File: config.mk
export PLATFORM = sky130hd
export DESIGN_NAME = seq16_core
export DESIGN_NICKNAME = d
export VERILOG_FILES = /design/src/rtl/seq16_pkg.sv /design/src/rtl/seq16_decode.sv /design/src/rtl/seq16_regfile.sv /design/src/rtl/seq16_alu.sv /design/src/rtl/seq16_ctrl.sv /design/src/rtl/seq16_core.sv
export SDC_FILE = /design/constraint.sdc
export NUM_CORES = 1
export LEC_CHECK = 0
export ABC_AREA = 0
export BUFFER_PORTS_ARGS = -buffer_cell sky130_fd_sc_hd__buf_2
export CAP_MARGIN = 25
export CORE_ASPECT_RATIO = 1.1
export CORE_UTILIZATION = 63
export DETAILED_ROUTE_END_ITERATION = 8
export PLACE_DENSITY_LB_ADDON = 0.2
export SKIP_LAST_GASP = 1
export SYNTH_ARGS = -nofsm -noshare
export SYNTH_HDL_FRONTEND = slang
export SYNTH_SLANG_ARGS = --single-unit
export TNS_END_PERCENT = 100
File: constraint.sdc
create_clock -name clk -period 6 [get_ports clk]
set_input_delay 1.2 -clock clk [delete_from_list [all_inputs] [get_ports clk]]
set_output_delay 1.2 -clock clk [all_outputs]
set_load 0.03 [all_outputs]
File: src/rtl/seq16_pkg.sv
package seq16_pkg;

  localparam int OP_W    = 4;
  localparam int OFF_W   = 6;
  localparam int BOFF_W  = 9;

  localparam logic [OP_W-1:0] OPC_ADD = 4'b0001;
  localparam logic [OP_W-1:0] OPC_AND = 4'b0101;
  localparam logic [OP_W-1:0] OPC_NOT = 4'b1001;
  localparam logic [OP_W-1:0] OPC_LDR = 4'b0110;
  localparam logic [OP_W-1:0] OPC_STR = 4'b0111;
  localparam logic [OP_W-1:0] OPC_JMP = 4'b1100;
  localparam logic [OP_W-1:0] OPC_BR  = 4'b0000;

  typedef enum logic [1:0] {
    ALU_ADD,
    ALU_AND,
    ALU_NOT
  } alu_op_t;

  typedef enum logic [2:0] {
    CL_NOP,
    CL_ALU,
    CL_LD,
    CL_ST,
    CL_JMP,
    CL_BR
  } op_class_t;

  typedef enum logic [4:0] {
    PH_FA,   // program counter into address register
    PH_FR,   // raise read strobe
    PH_FW,   // strobe visible, memory samples
    PH_FM,   // capture returned word
    PH_FI,   // load instruction register, step PC
    PH_DEC,  // pick the phase path
    PH_EX,   // ALU result into temp
    PH_AWB,  // temp into destination
    PH_EA,   // base plus offset into address register
    PH_LRD,  // raise read strobe
    PH_LWT,  // strobe visible
    PH_LMD,  // capture loaded word
    PH_LWB,  // loaded word into destination
    PH_SOP,  // source register into data register
    PH_SST,  // raise write strobe
    PH_SWW,  // strobe visible, memory writes
    PH_JMP,
    PH_BR
  } phase_t;

endpackage

File: src/rtl/seq16_decode.sv
module seq16_decode
  import seq16_pkg::*;
#(
  parameter int OPW = OP_W
) (
  input  logic [OPW-1:0]        opcode,
  output logic [(1<<OPW)-1:0]   line,
  output op_class_t             cls,
  output alu_op_t               alu_op
);

  localparam int NLINE = 1 << OPW;
  localparam logic [NLINE-1:0] KNOWN =
      (NLINE'(1) << OPC_ADD) | (NLINE'(1) << OPC_AND) | (NLINE'(1) << OPC_NOT) |
      (NLINE'(1) << OPC_LDR) | (NLINE'(1) << OPC_STR) | (NLINE'(1) << OPC_JMP) |
      (NLINE'(1) << OPC_BR);

  // one control line per opcode value
  genvar g;
  for (g = 0; g < NLINE; g++) begin : g_line
    assign line[g] = (opcode == OPW'(g));
  end

  logic known;
  assign known = |(line & KNOWN);

  always_comb begin
    cls = CL_NOP;
    if (!known)                                             cls = CL_NOP;
    else if (line[OPC_ADD] | line[OPC_AND] | line[OPC_NOT]) cls = CL_ALU;
    else if (line[OPC_LDR])                                 cls = CL_LD;
    else if (line[OPC_STR])                                 cls = CL_ST;
    else if (line[OPC_JMP])                                 cls = CL_JMP;
    else                                                    cls = CL_BR;
  end

  always_comb begin
    if (line[OPC_AND])      alu_op = ALU_AND;
    else if (line[OPC_NOT]) alu_op = ALU_NOT;
    else                    alu_op = ALU_ADD;
  end

endmodule

File: src/rtl/seq16_regfile.sv
module seq16_regfile #(
  parameter int DW   = 16,
  parameter int NREG = 8,
  localparam int RIW = $clog2(NREG)
) (
  input  logic           clk,
  input  logic           rst,
  input  logic           we,
  input  logic [RIW-1:0] waddr,
  input  logic [DW-1:0]  wdata,
  input  logic [RIW-1:0] raddr_a,
  input  logic [RIW-1:0] raddr_b,
  output logic [DW-1:0]  rdata_a,
  output logic [DW-1:0]  rdata_b
);

  logic [DW-1:0] rf [NREG];

  always_ff @(posedge clk) begin
    if (rst) begin
      for (int i = 0; i < NREG; i++) rf[i] <= '0;
    end else if (we) begin
      rf[waddr] <= wdata;
    end
  end

  assign rdata_a = rf[raddr_a];
  assign rdata_b = rf[raddr_b];

endmodule

File: src/rtl/seq16_alu.sv
module seq16_alu
  import seq16_pkg::*;
#(
  parameter int DW = 16
) (
  input  alu_op_t       op,
  input  logic [DW-1:0] a,
  input  logic [DW-1:0] b,
  output logic [DW-1:0] y
);

  always_comb begin
    case (op)
      ALU_AND: y = a & b;
      ALU_NOT: y = ~a;
      default: y = a + b;
    endcase
  end

endmodule

File: src/rtl/seq16_ctrl.sv
module seq16_ctrl
  import seq16_pkg::*;
(
  input  logic      clk,
  input  logic      rst,
  input  op_class_t cls,
  output phase_t    phase
);

  phase_t nxt;

  always_comb begin
    nxt = PH_FA;
    case (phase)
      PH_FA:  nxt = PH_FR;
      PH_FR:  nxt = PH_FW;
      PH_FW:  nxt = PH_FM;
      PH_FM:  nxt = PH_FI;
      PH_FI:  nxt = PH_DEC;
      PH_DEC: begin
        case (cls)
          CL_ALU:        nxt = PH_EX;
          CL_LD, CL_ST:  nxt = PH_EA;
          CL_JMP:        nxt = PH_JMP;
          CL_BR:         nxt = PH_BR;
          default:       nxt = PH_FA;
        endcase
      end
      PH_EX:  nxt = PH_AWB;
      PH_EA:  nxt = (cls == CL_LD) ? PH_LRD : PH_SOP;
      PH_LRD: nxt = PH_LWT;
      PH_LWT: nxt = PH_LMD;
      PH_LMD: nxt = PH_LWB;
      PH_SOP: nxt = PH_SST;
      PH_SST: nxt = PH_SWW;
      default: nxt = PH_FA;
    endcase
  end

  always_ff @(posedge clk) begin
    if (rst) phase <= PH_FA;
    else     phase <= nxt;
  end

endmodule

File: src/rtl/seq16_core.sv
module seq16_core
  import seq16_pkg::*;
#(
  parameter int DW   = 16,
  parameter int NREG = 8
) (
  input  logic          clk,
  input  logic          rst,
  output logic [DW-1:0] mem_addr,
  output logic [DW-1:0] mem_wdata,
  output logic          mem_rd,
  output logic          mem_wr,
  input  logic [DW-1:0] mem_rdata
);

  localparam int RIW    = $clog2(NREG);
  localparam int DR_LSB = 9;
  localparam int BR_LSB = 6;
  localparam int S2_LSB = 0;

  logic [DW-1:0] pc, ir, mar, mdr, tmp;
  logic          rd_q, wr_q;

  phase_t    phase;
  op_class_t cls;
  alu_op_t   alu_op;
  logic [(1<<OP_W)-1:0] op_line;

  logic [RIW-1:0] ra, rb;
  logic [DW-1:0]  rf_a, rf_b, alu_y, rf_wd, ea, boff;
  logic           rf_we;

  seq16_decode #(.OPW(OP_W)) u_dec (
    .opcode (ir[DW-1 -: OP_W]),
    .line   (op_line),
    .cls    (cls),
    .alu_op (alu_op)
  );

  seq16_ctrl u_ctrl (
    .clk   (clk),
    .rst   (rst),
    .cls   (cls),
    .phase (phase)
  );

  // port b serves the second ALU source, the store source and the branch test
  assign ra = ir[BR_LSB +: RIW];
  assign rb = (cls == CL_ALU) ? ir[S2_LSB +: RIW] : ir[DR_LSB +: RIW];

  assign rf_we = (phase == PH_AWB) || (phase == PH_LWB);
  assign rf_wd = (phase == PH_LWB) ? mdr : tmp;

  seq16_regfile #(.DW(DW), .NREG(NREG)) u_rf (
    .clk     (clk),
    .rst     (rst),
    .we      (rf_we),
    .waddr   (ir[DR_LSB +: RIW]),
    .wdata   (rf_wd),
    .raddr_a (ra),
    .raddr_b (rb),
    .rdata_a (rf_a),
    .rdata_b (rf_b)
  );

  seq16_alu #(.DW(DW)) u_alu (
    .op (alu_op),
    .a  (rf_a),
    .b  (rf_b),
    .y  (alu_y)
  );

  assign ea   = rf_a + {{(DW-OFF_W){ir[OFF_W-1]}}, ir[OFF_W-1:0]};
  assign boff = {{(DW-BOFF_W){ir[BOFF_W-1]}}, ir[BOFF_W-1:0]};

  always_ff @(posedge clk) begin
    if (rst) begin
      pc   <= '0;
      ir   <= '0;
      mar  <= '0;
      mdr  <= '0;
      tmp  <= '0;
      rd_q <= 1'b0;
      wr_q <= 1'b0;
    end else begin
      case (phase)
        PH_FA:  mar  <= pc;
        PH_FR:  rd_q <= 1'b1;
        PH_FW:  rd_q <= 1'b0;
        PH_FM:  mdr  <= mem_rdata;
        PH_FI: begin
          ir <= mdr;
          pc <= pc + DW'(1);
        end
        PH_EX:  tmp  <= alu_y;
        PH_EA:  mar  <= ea;
        PH_LRD: rd_q <= 1'b1;
        PH_LWT: rd_q <= 1'b0;
        PH_LMD: mdr  <= mem_rdata;
        PH_SOP: mdr  <= rf_b;
        PH_SST: wr_q <= 1'b1;
        PH_SWW: wr_q <= 1'b0;
        PH_JMP: pc   <= rf_a;
        PH_BR:  if (rf_b == '0) pc <= pc + boff;
        default: ;
      endcase
    end
  end

  assign mem_addr  = mar;
  assign mem_wdata = mdr;
  assign mem_rd    = rd_q;
  assign mem_wr    = wr_q;

endmodule

==> run summary, run 1 <==
Dividing the synthesized area by the synthesized cell count gives 9.65 um2. Total power for the finished layout comes to 3820 uW. The number of global-route vias before repair was 11,300.

After clock tree synthesis, the setup repair step added 0 buffers. The total negative slack was 0 ps. After synthesis, the most frequently instantiated cells are sky130_fd_sc_hd__nor2_1, sky130_fd_sc_hd__nand2_1, sky130_fd_sc_hd__edfxtp_1. The buffer type at the clock tree root was sky130_fd_sc_hd__clkbuf_16.

0 antenna diodes ended up in the layout. From synthesis to final layout, the design area changed by 9.12%. The run gives 1,442 as the synthesized instance count. The routability congestion estimate was 0.934. Data arrives at the worst endpoint at 5290 ps. The flow ran to the end, and the final reports show no timing, DRC or antenna violations.

The most critical setup path has its startpoint at ir[15]. For this design the total switching power over the nets is 1040 uW. Number of enable-type register cells in the synthesized netlist: 128.

The total vias in the final route was 11,800. The most used flip-flop cell after synthesis is sky130_fd_sc_hd__edfxtp_1. The tools report the clock share of power as 0.411. The maximum vdd drop is 230 uV, and the maximum number of pins on one net before global-route repair is 55. The clock slew at the register clock pins of the worst setup and hold paths is 60 ps.

TritonCTS built the clock tree. The tools report the placed wire-length estimate as 29.2 mm. The largest area contributor in the synthesized netlist was sky130_fd_sc_hd__edfxtp_1. The logs give 530 ps for the clock insertion delay at the later pin of the skew report and 0.136 for the combinational cell fraction of total power.

The logs give 0 for the number of remaining DRC errors and 63.0 mm for the wire length of the first global-routing pass. The count of buffers added on input and output ports is 51. The fraction of power spent switching nets works out to 0.272. Yosys instantiated no cell more often than sky130_fd_sc_hd__nor2_1. The fraction of layout cells with a size suffix above 1 is 0.152, and the highest achievable clock rate is 207 MHz.

The die outline area came out at 22,700 um2. The capturing element type of the critical path is a flip-flop. The worst setup path is of the reg -> reg kind.

Number of placed instances, taps included: 1,722. During I/O placement, the number of pins put on the boundary was 52. In this run, post-CTS hold repair placed 0 buffers. The critical path goes through nand2_1 -> nand2_4 -> mux2_2 -> mux4_2 -> mux2_2 -> ha_1 -> inv_1 -> fa_1 -> nor2b_1 -> o21a_1 -> o21ai_0 -> a211o_1 -> nand3_1 -> a41oi_1 -> xnor2_1 -> nand2_1 -> a21oi_1.

For this run, the detailed router's first-pass iteration total came to 6. The async set or reset register ratio after synthesis works out to 0. The count of pins over their slew limit came out at 0. For this run, the number of Yosys warnings is 0. Counting distinct cell types in the post-synthesis netlist gives 73.

The kind of cell adding the most delay to the critical path is multiplexers. The run gives 0 as the hold violation total from the final report. Setup violations remaining at the end of the flow were counted as 0. Synthesis inferred 218 register bits.

The routed length per placed instance was 23.5 um. The startpoint identified for the worst register-to-register timing path is ir[15]. The die is 158 um tall. The worst hold path begins at mem_addr[2]. The run gives 1,766 as the final non-filler cell total. The proportion of synthesized chip area in sequential cells was 0.406; the transition time at the pin with the least slew margin was 1100 ps. The share of the clock period used by the worst path after layout was 0.805. The die is 144 um wide. For this run, the slowest stage of the critical path takes 650 ps. The maximum root-to-sink buffer count was 3; the row count was 56.

The run gives 218 as the number of sinks on the clock net. STA puts the critical path data required time at 6460 ps. The H-tree depth came out at 1.

For this design the static power due to leakage is 0.00565 uW. The number of nets in the final layout is 1,526. Yosys attributes the largest share of cell area to sky130_fd_sc_hd__edfxtp_1, sky130_fd_sc_hd__dfxtp_1, sky130_fd_sc_hd__mux4_2, sky130_fd_sc_hd__nor2_1, sky130_fd_sc_hd__mux2i_1. The tightest min-delay check is of the reg -> reg type. In this run the standard cell core region covers 21,500 um2. The CTS buffer count is 25, and the area share of the leading cell type in the synthesized netlist is 0.276. Wires add up to 41.4 mm. Cell with the biggest individual delay on the critical path: sky130_fd_sc_hd__dfxtp_1. Summed over all layers, the global routing overflow is 0.

The total of cells resized after clock tree synthesis was 0; the aggregate global-route resource usage was 0.371. The tools report the cell-internal power as 2780 uW. The kind of start point of the critical path is a flip-flop. Once detail routing completed, the nets flagged for antenna violations numbered 0.

After the first detailed-routing iteration, the DRC count stood at 1,417. The logs give 13,900 um2 for the summed instance area of the synthesized netlist and 0.248 for the worst slew slack as a fraction of its limit. On the final layout, the worst clock skew is 16.4 ps. Setup repair after global routing left no endpoint under its margin.

For the starting density of the core, the log shows 0.647. The via count normalized by instance count works out to 6.69. Initial antenna violation count: 0. Power spread over the standard cell area amounts to 252 nW/um2. In this run the worst path has a maximum fanout of 23. The register share of total power came out at 0.453. The post-synthesis net count is 1,509. The number of buffer and inverter stages on the critical path works out to 1. The minimum period implied by the final worst setup slack came out at 4830 ps. The run gives 0 as the number of maximum-capacitance violations.
-- logic make-up (layout without fill, tap and decap cells) --
family | count (synthesis) | in the layout | share of synthesized area
DFF | 218 | 218 | 0.406
xor gates and xnor gates | 42 | 42 | 0.0264
and+or+nand+nor | 537 | 537 | 0.175
AOI/OAI and AO/OA | 314 | 314 | 0.145
muxes | 161 | 161 | 0.163
adders and majority gates | 49 | 49 | 0.0457
buffers and inverters | 121 | 155 | 0.0395
-- through the flow --
step / setup WS [ps] / cell area (um2) / hold WS (ps) / util
global placement: 1380 / 14300 / 436 / 0.666
finish: 1170 / 15200 / 456 / 0.706
CTS: 1200 / 15200 / 459 / 0.706
global route: 843 / 15200 / 487 / 0.706
floorplan: 1530 / 13900 / 436 / -
detailed placement: 1260 / 14300 / 450 / 0.667
-- path summary, 6_finish.rpt --
| check | cells past startpoint | slack, ps | endpoint |
|---|---|---|---|
| worst max-delay path | 17 | 1170 | tmp[14] |
| worst min-delay path | 2 | 460 | mem_addr[2] |
| worst max register to register | 17 | 1170 | tmp[14] |
| worst min register to register | 2 | 460 | mem_addr[2] |
-- cell usage in the layout (no fill, tap or decap), types with 6 or more instances in the layout --
master,n
sky130_fd_sc_hd__nor2_1,226
sky130_fd_sc_hd__nand2_1,152
sky130_fd_sc_hd__edfxtp_1,128
sky130_fd_sc_hd__a21oi_1,113
sky130_fd_sc_hd__dfxtp_1,89
sky130_fd_sc_hd__mux2i_1,82
sky130_fd_sc_hd__o21ai_0,63
sky130_fd_sc_hd__buf_2,51
sky130_fd_sc_hd__mux4_2,49
sky130_fd_sc_hd__ha_1,46
sky130_fd_sc_hd__xnor2_1,35
sky130_fd_sc_hd__a211oi_1,34
sky130_fd_sc_hd__nor3_1,33
sky130_fd_sc_hd__nand2b_1,30
sky130_fd_sc_hd__buf_4,30
sky130_fd_sc_hd__inv_1,28
sky130_fd_sc_hd__mux2_2,27
sky130_fd_sc_hd__a311oi_1,27
sky130_fd_sc_hd__clkbuf_16,25
sky130_fd_sc_hd__or3_1,18
sky130_fd_sc_hd__and2_1,17
sky130_fd_sc_hd__nand3_1,12
sky130_fd_sc_hd__a21o_1,8
sky130_fd_sc_hd__nor2b_1,7
sky130_fd_sc_hd__xor2_1,7
sky130_fd_sc_hd__a221oi_1,7
sky130_fd_sc_hd__or4_1,7
sky130_fd_sc_hd__nand3b_1,6
sky130_fd_sc_hd__o211ai_1,6
sky130_fd_sc_hd__o21a_1,6
sky130_fd_sc_hd__a211oi_2,6
-- routing by layer --
metal | vias up | wire (um) | global-route usage
met5 | - | 0 | 0
met4 | 0 | 2720 | 0.237
met3 | 176 | 3990 | 0.0632
met2 | 690 | 19500 | 0.604
met1 | 5635 | 15200 | 0.456
li1 | 5320 | - | -
-- flip-flops by register name, summed over array words and instances (netlist names), named ones only --
name / cells
mem_rd: 1
mem_wdata: 16
ir: 16
tmp: 16
u_rf.rf: 128
pc: 16
mem_wr: 1
u_ctrl.phase: 5
mem_addr: 16
-- area by class of cell --
class | instances | area (um2)
Sequential cell | 218 | 5650
Fill cell | 1649 | 6330
Clock buffer | 27 | 633
Tap cell | 290 | 363
Multi-Input combinational cell | 1103 | 7730
Inverter | 29 | 109
Clock inverter | 17 | 199
Timing Repair Buffer | 82 | 492
-- power by group through the flow --
stage	Clock (uW)	Sequential, uW	Combinational [uW]
final	1570	1730	522
after CTS	1570	1730	516
after global placement	0	1750	498
after detailed placement	0	1760	511
after global routing	1630	1740	566
after floorplan	0	1780	340
-- worst reg2reg max path, delay by kind of cell (launching register included) --
kind / cells / cell delay [ps]
mux: 3 / 1350
simple gates: 5 / 990
fa+ha+maj: 2 / 430
xor+xnor: 1 / 140
flops: 1 / 650
buf+inv: 1 / 80
compound gates: 5 / 1130
Note: power is estimated with default switching activity, not from simulation.
==> inputs of run 2 (changes only) <==
- clock period: 6 -> 5 ns (I/O delays scaled with it)
==> run 2 against run 1 <==
  * Hold slack lost 11 ps
  * Sequential share of layout area is essentially flat
  * Sequential power grew 20%
  * Combinational power grew 19%
  * Global-route usage grew 0.30 points
  * Critical path type unchanged
==> run summary, run 2 (synthesis gave the netlist of run 1 again) <==
The top cell types in the final layout, fill and taps aside, are sky130_fd_sc_hd__nor2_1, sky130_fd_sc_hd__nand2_1, sky130_fd_sc_hd__edfxtp_1, sky130_fd_sc_hd__a21oi_1, sky130_fd_sc_hd__dfxtp_1. The total of cells resized after clock tree synthesis is 0 (unchanged), and the overall routed net length is 41.2 mm (-0.72%). The logs give 63.9 mm (+1.4%) for the wire length of the first global-routing pass and 0 (unchanged) for the initial antenna violation count.

Number of routed nets with antenna violations: 0 (unchanged). Post-route cell area: 15,200 um2 (about the same). The largest stage delay on the critical path works out to 780 ps (+130 ps).

The run gives 5020 ps (-270 ps) as the data arrival time of the worst path. The horizontal extent of the die is 144 um (unchanged). The number of nets in the final layout came out at 1,538 (+0.79%). The logs give 10.1 ps (-6.34 ps) for the worst setup skew after layout and 1,673 (+18%) for the number of DRC markers after the initial detailed-route iteration.

The critical path goes through mux4_2 -> mux2i_1 -> inv_1 -> ha_1 -> a21oi_1 -> o211ai_1 -> a2111oi_0 -> nor3_1 -> a211o_1 -> o41ai_1 -> xnor2_1 -> o22ai_1. The maximum number of pins on one net before global-route repair was 55 (unchanged). For the maximum vdd drop, the log shows 343 uV (+49%). The run gives 56 (unchanged) as the row count. STA classifies the critical path startpoint as a flip-flop.

Maximum fanout count along the critical path: 19 (-17%). The minimum period implied by the final worst setup slack was 4620 ps (-206 ps). The leading cell type in the layout, fill and taps excluded is sky130_fd_sc_hd__nor2_1. The number of top-level pins came out at 52 (unchanged).

The transition time at the pin with the least slew margin was 1050 ps (-43.3 ps); the total vias in the final route was 11,800 (-0.47%). The logs give 22,700 um2 (unchanged) for the die outline area and 0 (unchanged) for the antenna diode count. Die extent in y: 158 um (unchanged). Setup repair after global routing left no endpoint under its margin. The standby leakage power is 0.00570 uW (+0.82%), and the aggregate global-route resource usage is 0.374 (+0.00301). The highest achievable clock rate was 216 MHz (+4.5%); the starting density of the core was 0.647 (unchanged). The count of pins over their slew limit is 0 (unchanged), and the share of the clock period used by the worst path after layout is 0.925 (+0.120). The placed wire-length estimate was 29.5 mm (+1.0%); the via count normalized by instance count was 6.62 (-1.1%). The clock slew at the register clock pins of the worst setup and hold paths was 60 ps (about the same). The minimum hold slack is 446 ps (-10.5 ps). Kind of cell adding the most delay to the critical path: compound AO/OA/AOI/OAI gates. Fraction of layout cells with a size suffix above 1: 0.155 (+0.00281).

The areal power density over the cells came out at 289 nW/um2 (+15%). The maximum root-to-sink buffer count is 3 (unchanged), and the number of cells on the critical path is 12 (-5). The slowest stage of the critical path is the sky130_fd_sc_hd__a2111oi_0 cell.

The number of maximum-capacitance violations is 0 (unchanged), and the growth of design area from synthesis to finish is 9.14% (about the same). The cell sitting at the root of the clock tree is a sky130_fd_sc_hd__clkbuf_16. Number of buffer and inverter stages on the critical path: 1 (unchanged). The routed length per placed instance was 23.1 um (-1.4%); the CTS buffer count was 24 (-4.0%). For the residual overflow from global routing, the log shows 0 (unchanged). TritonCTS built the clock tree.

The count of port buffers added during placement was 51 (unchanged); the hold violation total from the final report was 0 (unchanged). The run gives 0.277 (+0.0297) as the worst slew slack as a fraction of its limit. The logs give 0 (unchanged) for the number of hold buffers added after cts and 11,500 (+1.6%) for the number of global-route vias before repair. The tools report the H-tree depth as 1 (unchanged). The path depth of the worst reg2reg path came out at 12 (-5). Setup violation total in the final timing report: 0 (unchanged). The classification of the worst-slack hold path was reg -> reg.

The flow ran to the end, and the final reports show no timing, DRC or antenna violations. The critical path data required time was 5390 ps (-1070 ps); the number of remaining DRC errors was 0 (unchanged). The routability congestion estimate is 0.972 (+4.2%). Number of cells traversed by the worst hold path: 2 (unchanged).

The number of iterations in the first detailed-routing pass is 6 (unchanged). The clock insertion delay at the later pin of the skew report was 530 ps (about the same). For the placed instance area, the log shows 14,400 um2 (+0.72%).

The worst setup path is captured at a flip-flop. For the number of setup buffers added after CTS, the log shows 0 (unchanged). The core area is 21,500 um2 (unchanged).

The number of sinks on the clock net is 218 (unchanged). The tools report the total negative slack as 0 ps (unchanged). The type of the worst setup path is reg -> reg.

The number of flip-flops under the largest register name came out at 128 (unchanged). u_rf.rf holds more flip-flops than any other register.
[run 2: cell count changes in the layout (fill, tap and decap cells not counted), sizes merged]
cell	change
clkbuf	+1
buf	+13
clkinvlp	-7
bufinv	-3
clkinv	+8
[run 2: power breakdown]
group / switching [uW] / internal [uW]
Sequential: 90.7 / 1990
Combinational: 393 / 229
Clock: 728 / 956
[run 2: metal layers]
layer	track usage	up-vias	share of wire
met2	0.601	649	0.46
met5	0	-	0
met3	0.0638	166	0.095
met1	0.476	5603	0.38
met4	0.218	0	0.064
li1	-	5348	-
[run 2: worst paths after layout]
check         startpoint           end  slack, ps
max            flip-flop  mem_addr[15]        380
min          mem_addr[2]   mem_addr[2]        450
max reg2reg    flip-flop  mem_addr[15]        380
min reg2reg  mem_addr[2]   mem_addr[2]        450
[run 2: per-stage QoR]
| stage | util | setup slack [ps] | cells | total power [uW] |
|---|---|---|---|---|
| after floorplan | - | 531 | 1442 | 2540 |
| after global placement | 0.670 | 590 | 1732 | 2710 |
| after detailed placement | 0.672 | 559 | 1735 | 2730 |
| after CTS | 0.706 | 529 | 1778 | 4390 |
| after global routing | 0.706 | 94.3 | 1778 | 4530 |
| final | 0.706 | 375 | 1778 | 4390 |
[run 2: area by class of cell]
| class | count | area [um2] |
|---|---|---|
| Multi-Input combinational cell | 1103 | 7730 |
| Fill cell | 1672 | 6330 |
| Sequential cell | 218 | 5650 |
| Clock buffer | 28 | 637 |
| Timing Repair Buffer | 95 | 594 |
| Tap cell | 290 | 363 |
| Inverter | 29 | 109 |
| Clock inverter | 15 | 95.1 |
[run 2: tightest hold or removal path, stage by stage (launching register included)]
cell	delay [ps]
sky130_fd_sc_hd__dfxtp_1	300
sky130_fd_sc_hd__nand2_1	50
sky130_fd_sc_hd__a21oi_1	50
